===== src/rtl/mlw_pkg.sv =====
`timescale 1ns/1ps
package mlw_pkg;
  typedef enum logic [1:0] {
    FLT_BOOT    = 2'd0,
    FLT_STEADY  = 2'd1,
    FLT_SUSPECT = 2'd2
  } flt_state_e;

  function automatic int idx_width(input int n);
    return (n > 1) ? $clog2(n) : 1;
  endfunction
endpackage


===== src/rtl/mlw_sync.sv =====
`timescale 1ns/1ps
module mlw_sync #(
  parameter int W = 2
) (
  input  logic         clk_i,
  input  logic         rst_ni,
  input  logic [W-1:0] d_i,
  output logic [W-1:0] q_o
);
  logic [W-1:0] meta_q, sync_q;

  always_ff @(posedge clk_i or negedge rst_ni) begin
    if (!rst_ni) begin
      meta_q <= '0;
      sync_q <= '0;
    end else begin
      meta_q <= d_i;
      sync_q <= meta_q;
    end
  end

  assign q_o = sync_q;
endmodule


===== src/rtl/mlw_tick.sv =====
`timescale 1ns/1ps
module mlw_tick #(
  parameter int CNT_W = 17
) (
  input  logic             clk_i,
  input  logic             rst_ni,
  input  logic [CNT_W-1:0] div_i,
  output logic             tick_o
);
  logic [CNT_W-1:0] cnt_q;
  logic             tick_q;

  // >= so that lowering div_i mid-count cannot overrun the counter
  always_ff @(posedge clk_i or negedge rst_ni) begin
    if (!rst_ni) begin
      cnt_q  <= '0;
      tick_q <= 1'b0;
    end else if (cnt_q >= div_i) begin
      cnt_q  <= '0;
      tick_q <= 1'b1;
    end else begin
      cnt_q  <= cnt_q + 1'b1;
      tick_q <= 1'b0;
    end
  end

  assign tick_o = tick_q;

  a_r2_tick_spaced: assert property (@(posedge clk_i) disable iff (!rst_ni)
    (tick_q && div_i != '0 && $stable(div_i)) |=> !tick_q);
endmodule


===== src/rtl/mlw_filter.sv =====
`timescale 1ns/1ps
module mlw_filter
  import mlw_pkg::*;
(
  input  logic clk_i,
  input  logic rst_ni,
  input  logic tick_i,
  input  logic smp_i,
  output logic level_o,
  output logic confirm_o
);
  flt_state_e state_q;
  logic       level_q, confirm_q;

  always_ff @(posedge clk_i or negedge rst_ni) begin
    if (!rst_ni) begin
      state_q   <= FLT_BOOT;
      level_q   <= 1'b0;
      confirm_q <= 1'b0;
    end else begin
      confirm_q <= 1'b0;
      if (tick_i) begin
        unique case (state_q)
          FLT_BOOT: begin
            level_q <= smp_i;
            state_q <= FLT_STEADY;
          end
          FLT_STEADY: begin
            if (smp_i != level_q) state_q <= FLT_SUSPECT;
          end
          FLT_SUSPECT: begin
            if (smp_i != level_q) begin
              level_q   <= smp_i;
              confirm_q <= 1'b1;
            end
            state_q <= FLT_STEADY;
          end
          default: state_q <= FLT_BOOT;
        endcase
      end
    end
  end

  assign level_o   = level_q;
  assign confirm_o = confirm_q;

  a_r2_level_on_tick: assert property (@(posedge clk_i) disable iff (!rst_ni)
    (level_q != $past(level_q)) |-> $past(tick_i));
  a_r4_confirm_after_suspect: assert property (@(posedge clk_i) disable iff (!rst_ni)
    confirm_q |-> $past(state_q == FLT_SUSPECT));
  a_r3_boot_silent: assert property (@(posedge clk_i) disable iff (!rst_ni)
    ($past(state_q == FLT_BOOT)) |-> !confirm_q);
endmodule


===== src/rtl/mlw_report.sv =====
`timescale 1ns/1ps
module mlw_report #(
  parameter int N     = 3,
  parameter int IDX_W = 2
) (
  input  logic             clk_i,
  input  logic             rst_ni,
  input  logic             en_i,
  input  logic [N-1:0]     confirm_i,
  input  logic [N-1:0]     level_i,
  output logic             evt_valid_o,
  output logic [IDX_W-1:0] evt_idx_o,
  output logic             evt_level_o
);
  logic [N-1:0]     pend_q, pend_n, clr;
  logic             pick_vld;
  logic [IDX_W-1:0] pick_idx;
  logic             evt_valid_q, evt_level_q;
  logic [IDX_W-1:0] evt_idx_q;

  // lowest line number wins
  always_comb begin
    pick_vld = 1'b0;
    pick_idx = '0;
    for (int i = N - 1; i >= 0; i--) begin
      if (pend_q[i]) begin
        pick_vld = 1'b1;
        pick_idx = IDX_W'(i);
      end
    end
  end

  always_comb begin
    clr = '0;
    if (pick_vld) clr[pick_idx] = 1'b1;
    pend_n = en_i ? ((pend_q & ~clr) | confirm_i) : '0;
  end

  always_ff @(posedge clk_i or negedge rst_ni) begin
    if (!rst_ni) begin
      pend_q      <= '0;
      evt_valid_q <= 1'b0;
      evt_idx_q   <= '0;
      evt_level_q <= 1'b0;
    end else begin
      pend_q      <= pend_n;
      evt_valid_q <= pick_vld && en_i;
      evt_idx_q   <= pick_idx;
      evt_level_q <= level_i[pick_idx];
    end
  end

  assign evt_valid_o = evt_valid_q;
  assign evt_idx_o   = evt_idx_q;
  assign evt_level_o = evt_level_q;

  a_r8_no_event_disabled: assert property (@(posedge clk_i) disable iff (!rst_ni)
    evt_valid_q |-> $past(en_i));
  a_r6_index_in_range: assert property (@(posedge clk_i) disable iff (!rst_ni)
    evt_valid_q |-> (int'(evt_idx_q) < N));
  a_r7_queue_drains: assert property (@(posedge clk_i) disable iff (!rst_ni)
    ($past(pend_q != '0) && $past(en_i) && en_i) |-> evt_valid_q);
endmodule


===== src/rtl/modem_line_watch.sv =====
`timescale 1ns/1ps
module modem_line_watch #(
  parameter int NUM_LINES = 3,
  parameter int CNT_W     = 17,
  parameter int IDX_W     = mlw_pkg::idx_width(NUM_LINES)
) (
  input  logic                 clk_i,
  input  logic                 rst_ni,
  input  logic [NUM_LINES-1:0] line_i,
  input  logic [CNT_W-1:0]     tick_div_i,
  input  logic                 report_en_i,
  input  logic                 rd_req_i,
  output logic                 rd_valid_o,
  output logic [NUM_LINES-1:0] rd_level_o,
  output logic                 evt_valid_o,
  output logic [IDX_W-1:0]     evt_idx_o,
  output logic                 evt_level_o
);
  logic [NUM_LINES-1:0] smp, level, confirm;
  logic                 tick;
  logic                 rd_valid_q;
  logic [NUM_LINES-1:0] rd_level_q;

  mlw_sync #(.W(NUM_LINES)) u_sync (
    .clk_i(clk_i), .rst_ni(rst_ni), .d_i(line_i), .q_o(smp)
  );

  mlw_tick #(.CNT_W(CNT_W)) u_tick (
    .clk_i(clk_i), .rst_ni(rst_ni), .div_i(tick_div_i), .tick_o(tick)
  );

  for (genvar g = 0; g < NUM_LINES; g++) begin : g_line
    mlw_filter u_flt (
      .clk_i(clk_i), .rst_ni(rst_ni), .tick_i(tick), .smp_i(smp[g]),
      .level_o(level[g]), .confirm_o(confirm[g])
    );
  end

  mlw_report #(.N(NUM_LINES), .IDX_W(IDX_W)) u_rep (
    .clk_i(clk_i), .rst_ni(rst_ni), .en_i(report_en_i),
    .confirm_i(confirm), .level_i(level),
    .evt_valid_o(evt_valid_o), .evt_idx_o(evt_idx_o), .evt_level_o(evt_level_o)
  );

  always_ff @(posedge clk_i or negedge rst_ni) begin
    if (!rst_ni) begin
      rd_valid_q <= 1'b0;
      rd_level_q <= '0;
    end else begin
      rd_valid_q <= rd_req_i;
      if (rd_req_i) rd_level_q <= level;
    end
  end

  assign rd_valid_o = rd_valid_q;
  assign rd_level_o = rd_level_q;

  a_r9_read_answers: assert property (@(posedge clk_i) disable iff (!rst_ni)
    rd_req_i |=> rd_valid_o);
  a_r9_no_spurious_read: assert property (@(posedge clk_i) disable iff (!rst_ni)
    !rd_req_i |=> !rd_valid_o);
  a_r6_event_single_cycle: assert property (@(posedge clk_i) disable iff (!rst_ni)
    (evt_valid_o && $past(evt_valid_o)) |-> (evt_idx_o != $past(evt_idx_o)));
endmodule


===== config.mk =====
export PLATFORM = sky130hd
export DESIGN_NAME = modem_line_watch
export DESIGN_NICKNAME = d
export VERILOG_FILES = /design/src/rtl/mlw_pkg.sv /design/src/rtl/mlw_sync.sv /design/src/rtl/mlw_tick.sv /design/src/rtl/mlw_filter.sv /design/src/rtl/mlw_report.sv /design/src/rtl/modem_line_watch.sv
export SDC_FILE = /design/constraint.sdc
export NUM_CORES = 1
export LEC_CHECK = 0
export ABC_CLOCK_PERIOD_IN_PS = 2200
export BUFFER_PORTS_ARGS = -buffer_cell sky130_fd_sc_hd__buf_2
export CORE_MARGIN = 4
export CORE_UTILIZATION = 30
export CTS_CLUSTER_DIAMETER = 40
export DETAILED_ROUTE_END_ITERATION = 6
export PLACE_DENSITY = 0.48
export SKIP_LAST_GASP = 1
export SLEW_MARGIN = 30
export SYNTH_ARGS = -nofsm -noshare
export SYNTH_HDL_FRONTEND = slang
export SYNTH_SLANG_ARGS = --single-unit

===== constraint.sdc =====
create_clock -name clk_i -period 2.2 [get_ports clk_i]
set_input_delay 0.11 -clock clk_i [delete_from_list [all_inputs] [get_ports clk_i]]
set_output_delay 0.11 -clock clk_i [all_outputs]
set_load 0.01 [all_outputs]

# Word level (Yosys, flattened, before mapping)
# Index checks and enable logic that the tools add are counted.
[op_classes]
add_sub_neg = 1
magnitude_cmp = 3
n_eq_ne = 15
mux = 35
n_bitwise = 3
reduce_logical = 17
[ops]
columns = ["cell", "n"]
rows = [
  ["$mux 1", 18],
  ["$add 17x1->17 const B", 1],
  ["$ge 17x17->1", 1],
  ["$mux 17", 1],
  ["$mux 2", 6],
  ["$ne 2x1->1 const B", 6],
  ["$pmux 2 s2", 3],
  ["$reduce_and 3->1", 3],
  ["$eq 2x1->1 const B", 3],
  ["$eq 2x2->1 const B", 3],
  ["$logic_not 2->1", 3],
  ["$mux 3", 2],
  ["$pmux 1 s2", 3],
  ["$reduce_and 2->1", 3],
  ["$reduce_bool 2->1", 3],
  ["$reduce_or 2->1", 3],
  ["$and 3x3->3", 1],
  ["$lt 2x3->1 const B", 1],
  ["$ne 1x1->1", 3],
  ["$not 3->3", 1],
  ["$or 3x3->3", 1],
  ["$bmux 1 s2", 1],
  ["$demux 1 s2", 1],
  ["$ge 2x1->1 const B", 1],
  ["$logic_and 1x1->1", 2],
]
[word_totals]
ff_bits = 47
inputBits = 24
output_inout_bits = 8
elab_cells = 93

# Logic depth before layout (Yosys ltp)
# Gate-level depths: netlist (run 1).
[logic_depth]
word_depth = 12
depth_mapped = 8
ltp_nobuf = 7

# By module
# From an unflattened synthesis (run 1), not the netlist that was laid out.
[unflattened]
hier_cells = 214
area_unflattened_um2 = 2419.8
[by_module_without_submodules]
columns = ["module", "instances", "cells_per_inst", "area_per_inst_um2", "seq_area_each_um2"]
rows = [
  ["mlw_tick", 1, 139, 1296.2, 450.4],
  ["mlw_filter", 3, 14, 186.4, 100.1],
  ["mlw_report", 1, 20, 280.3, 175.2],
  ["mlw_sync", 1, 6, 150.1, 150.1],
  ["modem_line_watch", 1, 7, 133.9, 100.1],
]

# Worst setup path after synthesis (run 1)
# OpenSTA, ideal clock, no wires.
[synth_path]
kind = "reg-to-reg"
start = "reg u_tick.cnt_q[2]"
end = "reg u_tick.cnt_q[10]"
setup_time_ns = 0.134
arrival_ns = 1.748
required_ns = 2.066
setup_slack_ns = 0.317
path_stages_with_launch = 8
n_path_buf = 1
synth_period_minus_slack_ns = 1.883
path_cell_list = "dfrtp_1 -> ha_1 -> nand2_1 -> o21ai_1 -> nand3_2 -> a2111oi_4 -> buf_6 -> nor3_1"
[synth_between]
elab_chain_len = 2
word_cells_on_any_way = 3
cone_classes = "add/sub (1); order compare (1); mux (1)"
[synth_lines]
columns = ["element", "line_no", "rtl"]
rows = [
  ["start, declared", "mlw_tick.sv:10", "logic [CNT_W-1:0] cnt_q;"],
  ["start signal, assigned", "mlw_tick.sv:22", "cnt_q <= cnt_q + 1'b1;"],
  ["$add 17x1->17 or $ge 17x17->1 (tied branches)", "mlw_tick.sv:22, mlw_tick.sv:18", ""],
  ["$mux 17 *", "mlw_tick.sv:18", "end else if (cnt_q >= div_i) begin"],
]
# Mark *: on every way between the ends. The rest lies on a longest branch, timed or not.
# A chain may end at the register's enable or synchronous reset.

# Worst setup path after layout (run 1)
[layout_path]
start = "reg u_tick.cnt_q[10]"
end = "reg u_tick.cnt_q[13]"
# Same word-level chain as after synthesis.

==> impl_metrics.json, run 1 <==
{
  "outcome": "completed",
  "final-max-slew-violation-count": 0,
  "peakVddDrop_v": 0.000302,
  "timing_worst_setup_path_type": "reg2reg",
  "share_of_async_settable_or_async_resettable_flops_after_synthesis_pct": 100,
  "post-route-cell-area_um2": 2760,
  "postPlaceCellArea_um2": 2610,
  "clock_tree_from_tritoncts": "done",
  "cts-hold-fix-buffers": 5,
  "synth_seq_area_share_pct": 50.9,
  "grt_pass1_vias": 1642,
  "timing.final.hold_violations": 0,
  "min_path_type": "in2reg",
  "die_width_um": 95.8,
  "tritoncts_num_sinks": 47,
  "syn-instance-count": 213,
  "detail_route.drc_violations": 0,
  "layout.core_utilization_pct": 37.4,
  "power_per_cell_area_nw_per_um2": 907,
  "maximum_number_of_pins_on_one_net_before_global_route_repair": 20,
  "yosysTopAreaCell": "sky130_fd_sc_hd__dfrtp_1",
  "post-synth-top-count-cell": "sky130_fd_sc_hd__dfrtp_1",
  "crit_path_start_kind": "flip-flop",
  "buffer_cell_driving_the_clock_tree_root": "sky130_fd_sc_hd__clkbuf_8",
  "critPathCaptureType": "flip-flop",
  "number_of_flops_mapped_to_enable_cells_by_yosys": 0,
  "floorplan_die_area_um2": 9180,
  "dominantRegCellSynth": "sky130_fd_sc_hd__dfrtp_1",
  "detailedRoute.firstIterationViolations": 53,
  "drt.antenna.violating_nets": 0,
  "max_cap_viol_count": 0,
  "max_slew.worst_pin.slew_ns": 0.560,
  "grt_overflow": 0,
  "wl_per_cell_um": 12.4,
  "number_of_antenna_violations_at_the_first_check_in_global_routing": 0,
  "initial_core_util_pct": 31.4,
  "synth_area_per_cell_um2": 10.9,
  "syn-cell-area_um2": 2310,
  "period_minus_slack_ns": 2.07,
  "synth_commonest_cells": "sky130_fd_sc_hd__dfrtp_1, sky130_fd_sc_hd__inv_1, sky130_fd_sc_hd__nor3_1, sky130_fd_sc_hd__ha_1, sky130_fd_sc_hd__nand2_1",
  "routabilityCongestion": 0.728,
  "crit_required_ns": 2.42,
  "ys.warnings.count": 0,
  "detailed_place_hpwl_um": 3280,
  "placeableCoreArea_um2": 7370,
  "grt_pass1_wl_um": 7530,
  "grtUsageMet2_pct": 17.1,
  "setup-tns-final_ns": 0,
  "gr-usage-met3_pct": 2.58,
  "dr_total_vias": 1629,
  "totalWireLength_um": 4420,
  "io_pins": 32,
  "grt_peak_use_layer": "met2",
  "die_h_um": 95.8,
  "total_power_mw": 2.50,
  "post-cts-setup-buffers": 0,
  "cp.arrival_ns": 2.29,
  "layout.nets": 299,
  "final.setup_skew_ns": 0.00971,
  "number_of_vias_per_cell_after_detailed_routing": 4.56,
  "h_tree_levels": 2,
  "yosys_register_bits": 47,
  "worst_slew_margin_relative_to_its_limit_pct": 62.5,
  "globalRouteMet1Util_pct": 14.0,
  "dr.pass1.iters": 4,
  "path_max_fanout": 12,
  "synth.distinct_cells": 33,
  "area_growth_pct": 19.2,
  "clk_latency_ns": 0.30,
  "postCtsResizedCells": 0,
  "tritoncts.num_buffers": 5,
  "core.rowCount": 31,
  "rsz0062_at_grt": "false",
  "synth.area.top_cells": "sky130_fd_sc_hd__dfrtp_1, sky130_fd_sc_hd__ha_1, sky130_fd_sc_hd__nor3_1",
  "grt.total_usage_pct": 10.7,
  "timing.final.crit_share_pct": 94.0,
  "max_clk_rate_ghz": 0.483,
  "leakagePower_nw": 1.29,
  "antenna_cells_inserted": 0,
  "drive_gt1_share_pct": 20.5,
  "buffer_ports.inserted": 31,
  "longest_clk_path_bufs": 2,
  "synth_fp_nets": 255,
  "synth_top_area_share_pct": 50.9,
  "clk_pin_slew_ns": 0.09,
  "setup_viol": 0
}
## placed cells by master, fill, tap and decap left out
cell,n
sky130_fd_sc_hd__mux2_2,6
sky130_fd_sc_hd__mux2i_1,2
sky130_fd_sc_hd__dfrtp_1,47
sky130_fd_sc_hd__and4b_1,1
sky130_fd_sc_hd__dlygate4sd3_1,5
sky130_fd_sc_hd__clkbuf_8,6
sky130_fd_sc_hd__o21a_1,5
sky130_fd_sc_hd__or2_1,1
sky130_fd_sc_hd__buf_2,31
sky130_fd_sc_hd__nor3_1,20
sky130_fd_sc_hd__nand3_2,1
sky130_fd_sc_hd__nand3_1,4
sky130_fd_sc_hd__xor2_1,8
sky130_fd_sc_hd__or2_2,1
sky130_fd_sc_hd__nand2b_1,3
sky130_fd_sc_hd__o21ai_1,1
sky130_fd_sc_hd__nor3b_1,4
sky130_fd_sc_hd__o211ai_1,4
sky130_fd_sc_hd__nor4_1,2
sky130_fd_sc_hd__nor2b_1,3
sky130_fd_sc_hd__nor2_1,8
sky130_fd_sc_hd__o31a_1,1
sky130_fd_sc_hd__a22oi_1,1
sky130_fd_sc_hd__a21oi_1,9
sky130_fd_sc_hd__and4_1,1
sky130_fd_sc_hd__and2_1,1
sky130_fd_sc_hd__buf_4,5
sky130_fd_sc_hd__a2111oi_4,1
sky130_fd_sc_hd__nand2_1,12
sky130_fd_sc_hd__nand4_1,9
sky130_fd_sc_hd__o21ai_0,4
sky130_fd_sc_hd__ha_1,18
sky130_fd_sc_hd__inv_1,20
sky130_fd_sc_hd__clkinv_4,1
sky130_fd_sc_hd__clkinvlp_4,1
sky130_fd_sc_hd__a21o_1,1
sky130_fd_sc_hd__xnor2_1,10
## state kept, by name, summed over array words and instances (netlist names)
register                count
rd_level_o                  3
g_line.u_flt.confirm_o      3
u_rep.evt_level_o           1
u_tick.cnt_q               17
u_tick.tick_o               1
g_line.u_flt.state_q        6
g_line.u_flt.level_o        3
u_rep.evt_idx_o             2
u_sync.meta_q               3
u_sync.q_o                  3
rd_valid_o                  1
u_rep.evt_valid_o           1
u_rep.pend_q                3
## path summary, 6_finish.rpt
kind	start	slack, ns	depth (start not counted)	end
max	u_tick.cnt_q[10]	0.13	7	u_tick.cnt_q[13]
min	report_en_i	0.06	2	u_rep.pend_q[2]
max reg2reg	u_tick.cnt_q[10]	0.13	7	u_tick.cnt_q[13]
min reg2reg	u_sync.meta_q[0]	0.35	0	u_sync.q_o[0]
max in group asynchronous	rst_ni	1.37	3	g_line[2].u_flt.state_q[1]
min in group asynchronous	rst_ni	0.27	2	u_rep.evt_idx_o[1]
## critical path: stages (launching register included)
cell	delay [ns]
sky130_fd_sc_hd__dfrtp_1	0.47
sky130_fd_sc_hd__ha_1	0.33
sky130_fd_sc_hd__nand4_1	0.21
sky130_fd_sc_hd__nor2_1	0.07
sky130_fd_sc_hd__a22oi_1	0.18
sky130_fd_sc_hd__o211ai_1	0.26
sky130_fd_sc_hd__buf_4	0.28
sky130_fd_sc_hd__nor3_1	0.19
## metal layers
metal,vias up,routed length (um)
met5,-,0
met4,0,78
met2,23,2060
met3,6,143
met1,770,2130
li1,830,-
## layout make-up
| type | instances | area [um^2] |
|---|---|---|
| inverter | 20 | 75.1 |
| multi-input combinational | 142 | 1040 |
| tap | 99 | 124 |
| sequential | 47 | 1180 |
| fill | 756 | 4610 |
| timing repair buffer | 41 | 243 |
| clock buffer | 6 | 82.6 |
| clock inverter | 2 | 16.3 |
## per-stage QoR
stage,cells,hold WS (ns),setup WS (ns)
CTS,357,0.0477,0.133
floorplan,213,-0.186,0.317
finish,357,0.0574,0.132
global placement,344,0.0728,0.208
global route,357,0.0410,0.0280
detailed placement,344,0.0767,0.144
## report_power, final
group	switching [mW]	total [mW]	internal, mW
clock network	0.302	0.559	0.257
logic	0.326	0.664	0.338
registers	0.209	1.28	1.07
## cells by family (layout without fill, tap and decap cells)
group | after synthesis | after routing | share of synthesized area (%)
AOI/OAI and AO/OA | 27 | 27 | 8.17
xor gates and xnor gates | 18 | 18 | 6.82
adders and majority gates | 18 | 18 | 9.74
buffers and inverters | 24 | 69 | 4.22
DFF | 47 | 47 | 50.9
muxes | 8 | 8 | 3.79
and+or+nand+nor | 71 | 71 | 16.4
No activity file was read; power rests on OpenSTA's default activity.
==> run 2: changes to the inputs <==
--- a/config.mk
+++ b/config.mk
@@ -6,12 +6,12 @@
 export NUM_CORES = 1
 export LEC_CHECK = 0
 export ABC_CLOCK_PERIOD_IN_PS = 2200
-export BUFFER_PORTS_ARGS = -buffer_cell sky130_fd_sc_hd__buf_2
 export CORE_MARGIN = 4
 export CORE_UTILIZATION = 30
 export CTS_CLUSTER_DIAMETER = 40
 export DETAILED_ROUTE_END_ITERATION = 6
-export PLACE_DENSITY = 0.48
+export DONT_BUFFER_PORTS = 1
+export PLACE_DENSITY = 0.45
 export SKIP_LAST_GASP = 1
 export SLEW_MARGIN = 30
 export SYNTH_ARGS = -nofsm -noshare
==> run 2 against run 1 <==
Die area did not move. Sequential share of layout area increased by 1.8 points. First-iteration DRC count increased by 25%. Critical path type unchanged. Largest cell class unchanged. Largest power group unchanged.
==> impl_metrics.json, run 2 (same netlist as run 1, synthesis figures left out) <==
{
  "buffer_cell_driving_the_clock_tree_root": "sky130_fd_sc_hd__clkbuf_8",
  "number_of_antenna_violations_at_the_first_check_in_global_routing": 0,
  "clk_pin_slew_ns": 0.09,
  "crit_path_start_kind": "flip-flop",
  "worst_slew_margin_relative_to_its_limit_pct": 69.8,
  "critPathCaptureType": "flip-flop",
  "total_power_mw": 2.45,
  "rsz0062_at_grt": "false",
  "wl_per_cell_um": 13.4,
  "clock_tree_from_tritoncts": "done",
  "pwr-share-comb_pct": 24.6,
  "power_switching_uw": 817,
  "cts-hold-fix-buffers": 7,
  "tritoncts_num_sinks": 47,
  "floorplan_die_area_um2": 9180,
  "min_path_type": "in2async",
  "postCtsResizedCells": 0,
  "pwr-share-seq_pct": 53.1,
  "dr_total_vias": 1531,
  "detailed_place_hpwl_um": 3210,
  "die_h_um": 95.8,
  "largest_reg_by_ff_count": "u_tick.cnt_q",
  "detail_route.drc_violations": 0,
  "layout.nets": 271,
  "top_regs": "u_tick.cnt_q: 17 flops, g_line.u_flt.state_q: 6 flops",
  "io_pins": 32,
  "die_width_um": 95.8,
  "timing_worst_setup_path_type": "reg2reg",
  "final_cell_mix": "sky130_fd_sc_hd__dfrtp_1, sky130_fd_sc_hd__inv_1, sky130_fd_sc_hd__nor3_1",
  "clock_power_share_pct": 22.3,
  "timing.final.hold_violations": 0,
  "outcome": "completed",
  "slowest_stage": "sky130_fd_sc_hd__dfrtp_1",
  "period_minus_slack_ns": 1.97,
  "final.setup_skew_ns": 0.00594,
  "power_per_cell_area_nw_per_um2": 928,
  "drive_gt1_share_pct": 10.4,
  "grt_overflow": 0,
  "final-max-slew-violation-count": 0,
  "dr.pass1.iters": 4,
  "flip_flop_count_of_the_largest_register_after_layout": 17,
  "number_of_vias_per_cell_after_detailed_routing": 4.65,
  "routabilityCongestion": 0.708,
  "layout.cells.most_common": "sky130_fd_sc_hd__dfrtp_1",
  "timing.final.crit_share_pct": 89.8,
  "max_slew.worst_pin.slew_ns": 0.453,
  "regToRegSetupSlack_ns": 0.23,
  "place.detailed.instances": 314,
  "finalHoldWorstSlack_ns": 0.330,
  "crit_required_ns": 2.38,
  "buffer_ports.inserted": 0,
  "final_critical_path_setup_slack_ns": 0.225,
  "h_tree_levels": 2,
  "worst_setup_slack_before_clock_tree_synthesis_ns": 0.215,
  "postPlaceCellArea_um2": 2460,
  "path_max_fanout": 18,
  "cpPeakStageDelay_ns": 0.42,
  "power.switching_fraction_pct": 33.3,
  "layout.cells.non_filler": 329,
  "cp.arrival_ns": 2.15,
  "setup_viol": 0,
  "initial_core_util_pct": 31.4,
  "post-cts-setup-buffers": 0,
  "drt.antenna.violating_nets": 0,
  "grt_pass1_vias": 1496,
  "post-route-cell-area_um2": 2650,
  "clk_latency_ns": 0.30,
  "antenna_cells_inserted": 0,
  "cellInternalPower_mw": 1.64,
  "grt_pass1_wl_um": 7360,
  "setup-tns-final_ns": 0,
  "longest_clk_path_bufs": 2,
  "leakagePower_nw": 1.18,
  "placeableCoreArea_um2": 7370,
  "layout.core_utilization_pct": 35.9,
  "grt.total_usage_pct": 10.4,
  "max_clk_rate_ghz": 0.506,
  "totalWireLength_um": 4420,
  "area_growth_pct": 14.4,
  "peakVddDrop_v": 0.000315,
  "fillCellCount": 745,
  "cells_along_the_critical_path": "inv_1 -> ha_1 -> nor2b_1 -> o21ai_1 -> nand3_2 -> a2111oi_4 -> buf_4 -> nor3_1",
  "core.rowCount": 31,
  "maximum_number_of_pins_on_one_net_before_global_route_repair": 48,
  "max_cap_viol_count": 0,
  "detailedRoute.firstIterationViolations": 66,
  "tritoncts.num_buffers": 5
}
run 2: changes by cell type in the layout (fill, tap and decap cells not counted):
cell,change
sky130_fd_sc_hd__dlygate4sd3_1,+1
sky130_fd_sc_hd__buf_2,-31
sky130_fd_sc_hd__buf_4,+1
sky130_fd_sc_hd__buf_16,+1
run 2: layout make-up:
type	count	area, um^2	share of cell area (%)
inverter	20	75.1	2.84
tap	99	124	4.68
clock buffer	6	82.6	3.12
sequential	47	1180	44.5
timing repair buffer	13	133	5.01
clock inverter	2	16.3	0.615
multi-input combinational	142	1040	39.3
run 2: worst paths after layout:
path                                           to        startpoint  cells past startpoint
worst max-delay path             u_tick.cnt_q[11]   u_tick.cnt_q[0]                      8
worst min-delay path            u_rep.evt_level_o            rst_ni                      2
worst max register to register   u_tick.cnt_q[11]   u_tick.cnt_q[0]                      8
worst min register to register      u_sync.q_o[0]  u_sync.meta_q[0]                      0
max in group asynchronous        u_tick.cnt_q[16]            rst_ni                      2
min in group clk_i               u_tick.cnt_q[15]    tick_div_i[16]                      5
run 2: power by group through the flow:
| stage | logic, mW | clock network [mW] | registers [mW] |
|---|---|---|---|
| after floorplan | 0.475 | 0 | 1.25 |
| after global placement | 0.568 | 0 | 1.32 |
| after detailed placement | 0.576 | 0 | 1.32 |
| after CTS | 0.615 | 0.577 | 1.31 |
| after global routing | 0.694 | 0.606 | 1.34 |
| final | 0.603 | 0.547 | 1.30 |
run 2: worst max-delay path: cells and delay by family, from the launching register on:
| family | cells | cell delay, ns |
|---|---|---|
| flip-flops | 1 | 0.42 |
| adder cells (fa/ha/maj) | 1 | 0.27 |
| AO/OA/AOI/OAI | 2 | 0.54 |
| AND/OR/NAND/NOR | 3 | 0.28 |
| buffers and inverters | 2 | 0.34 |
run 2: layer usage:
layer | routed length, um | global-route usage, % | vias up
li1 | - | - | 775
met2 | 1910 | 15.7 | 24
met1 | 2310 | 14.5 | 728
met5 | 0 | 0 | -
met4 | 65 | 3.20 | 0
met3 | 139 | 2.81 | 4
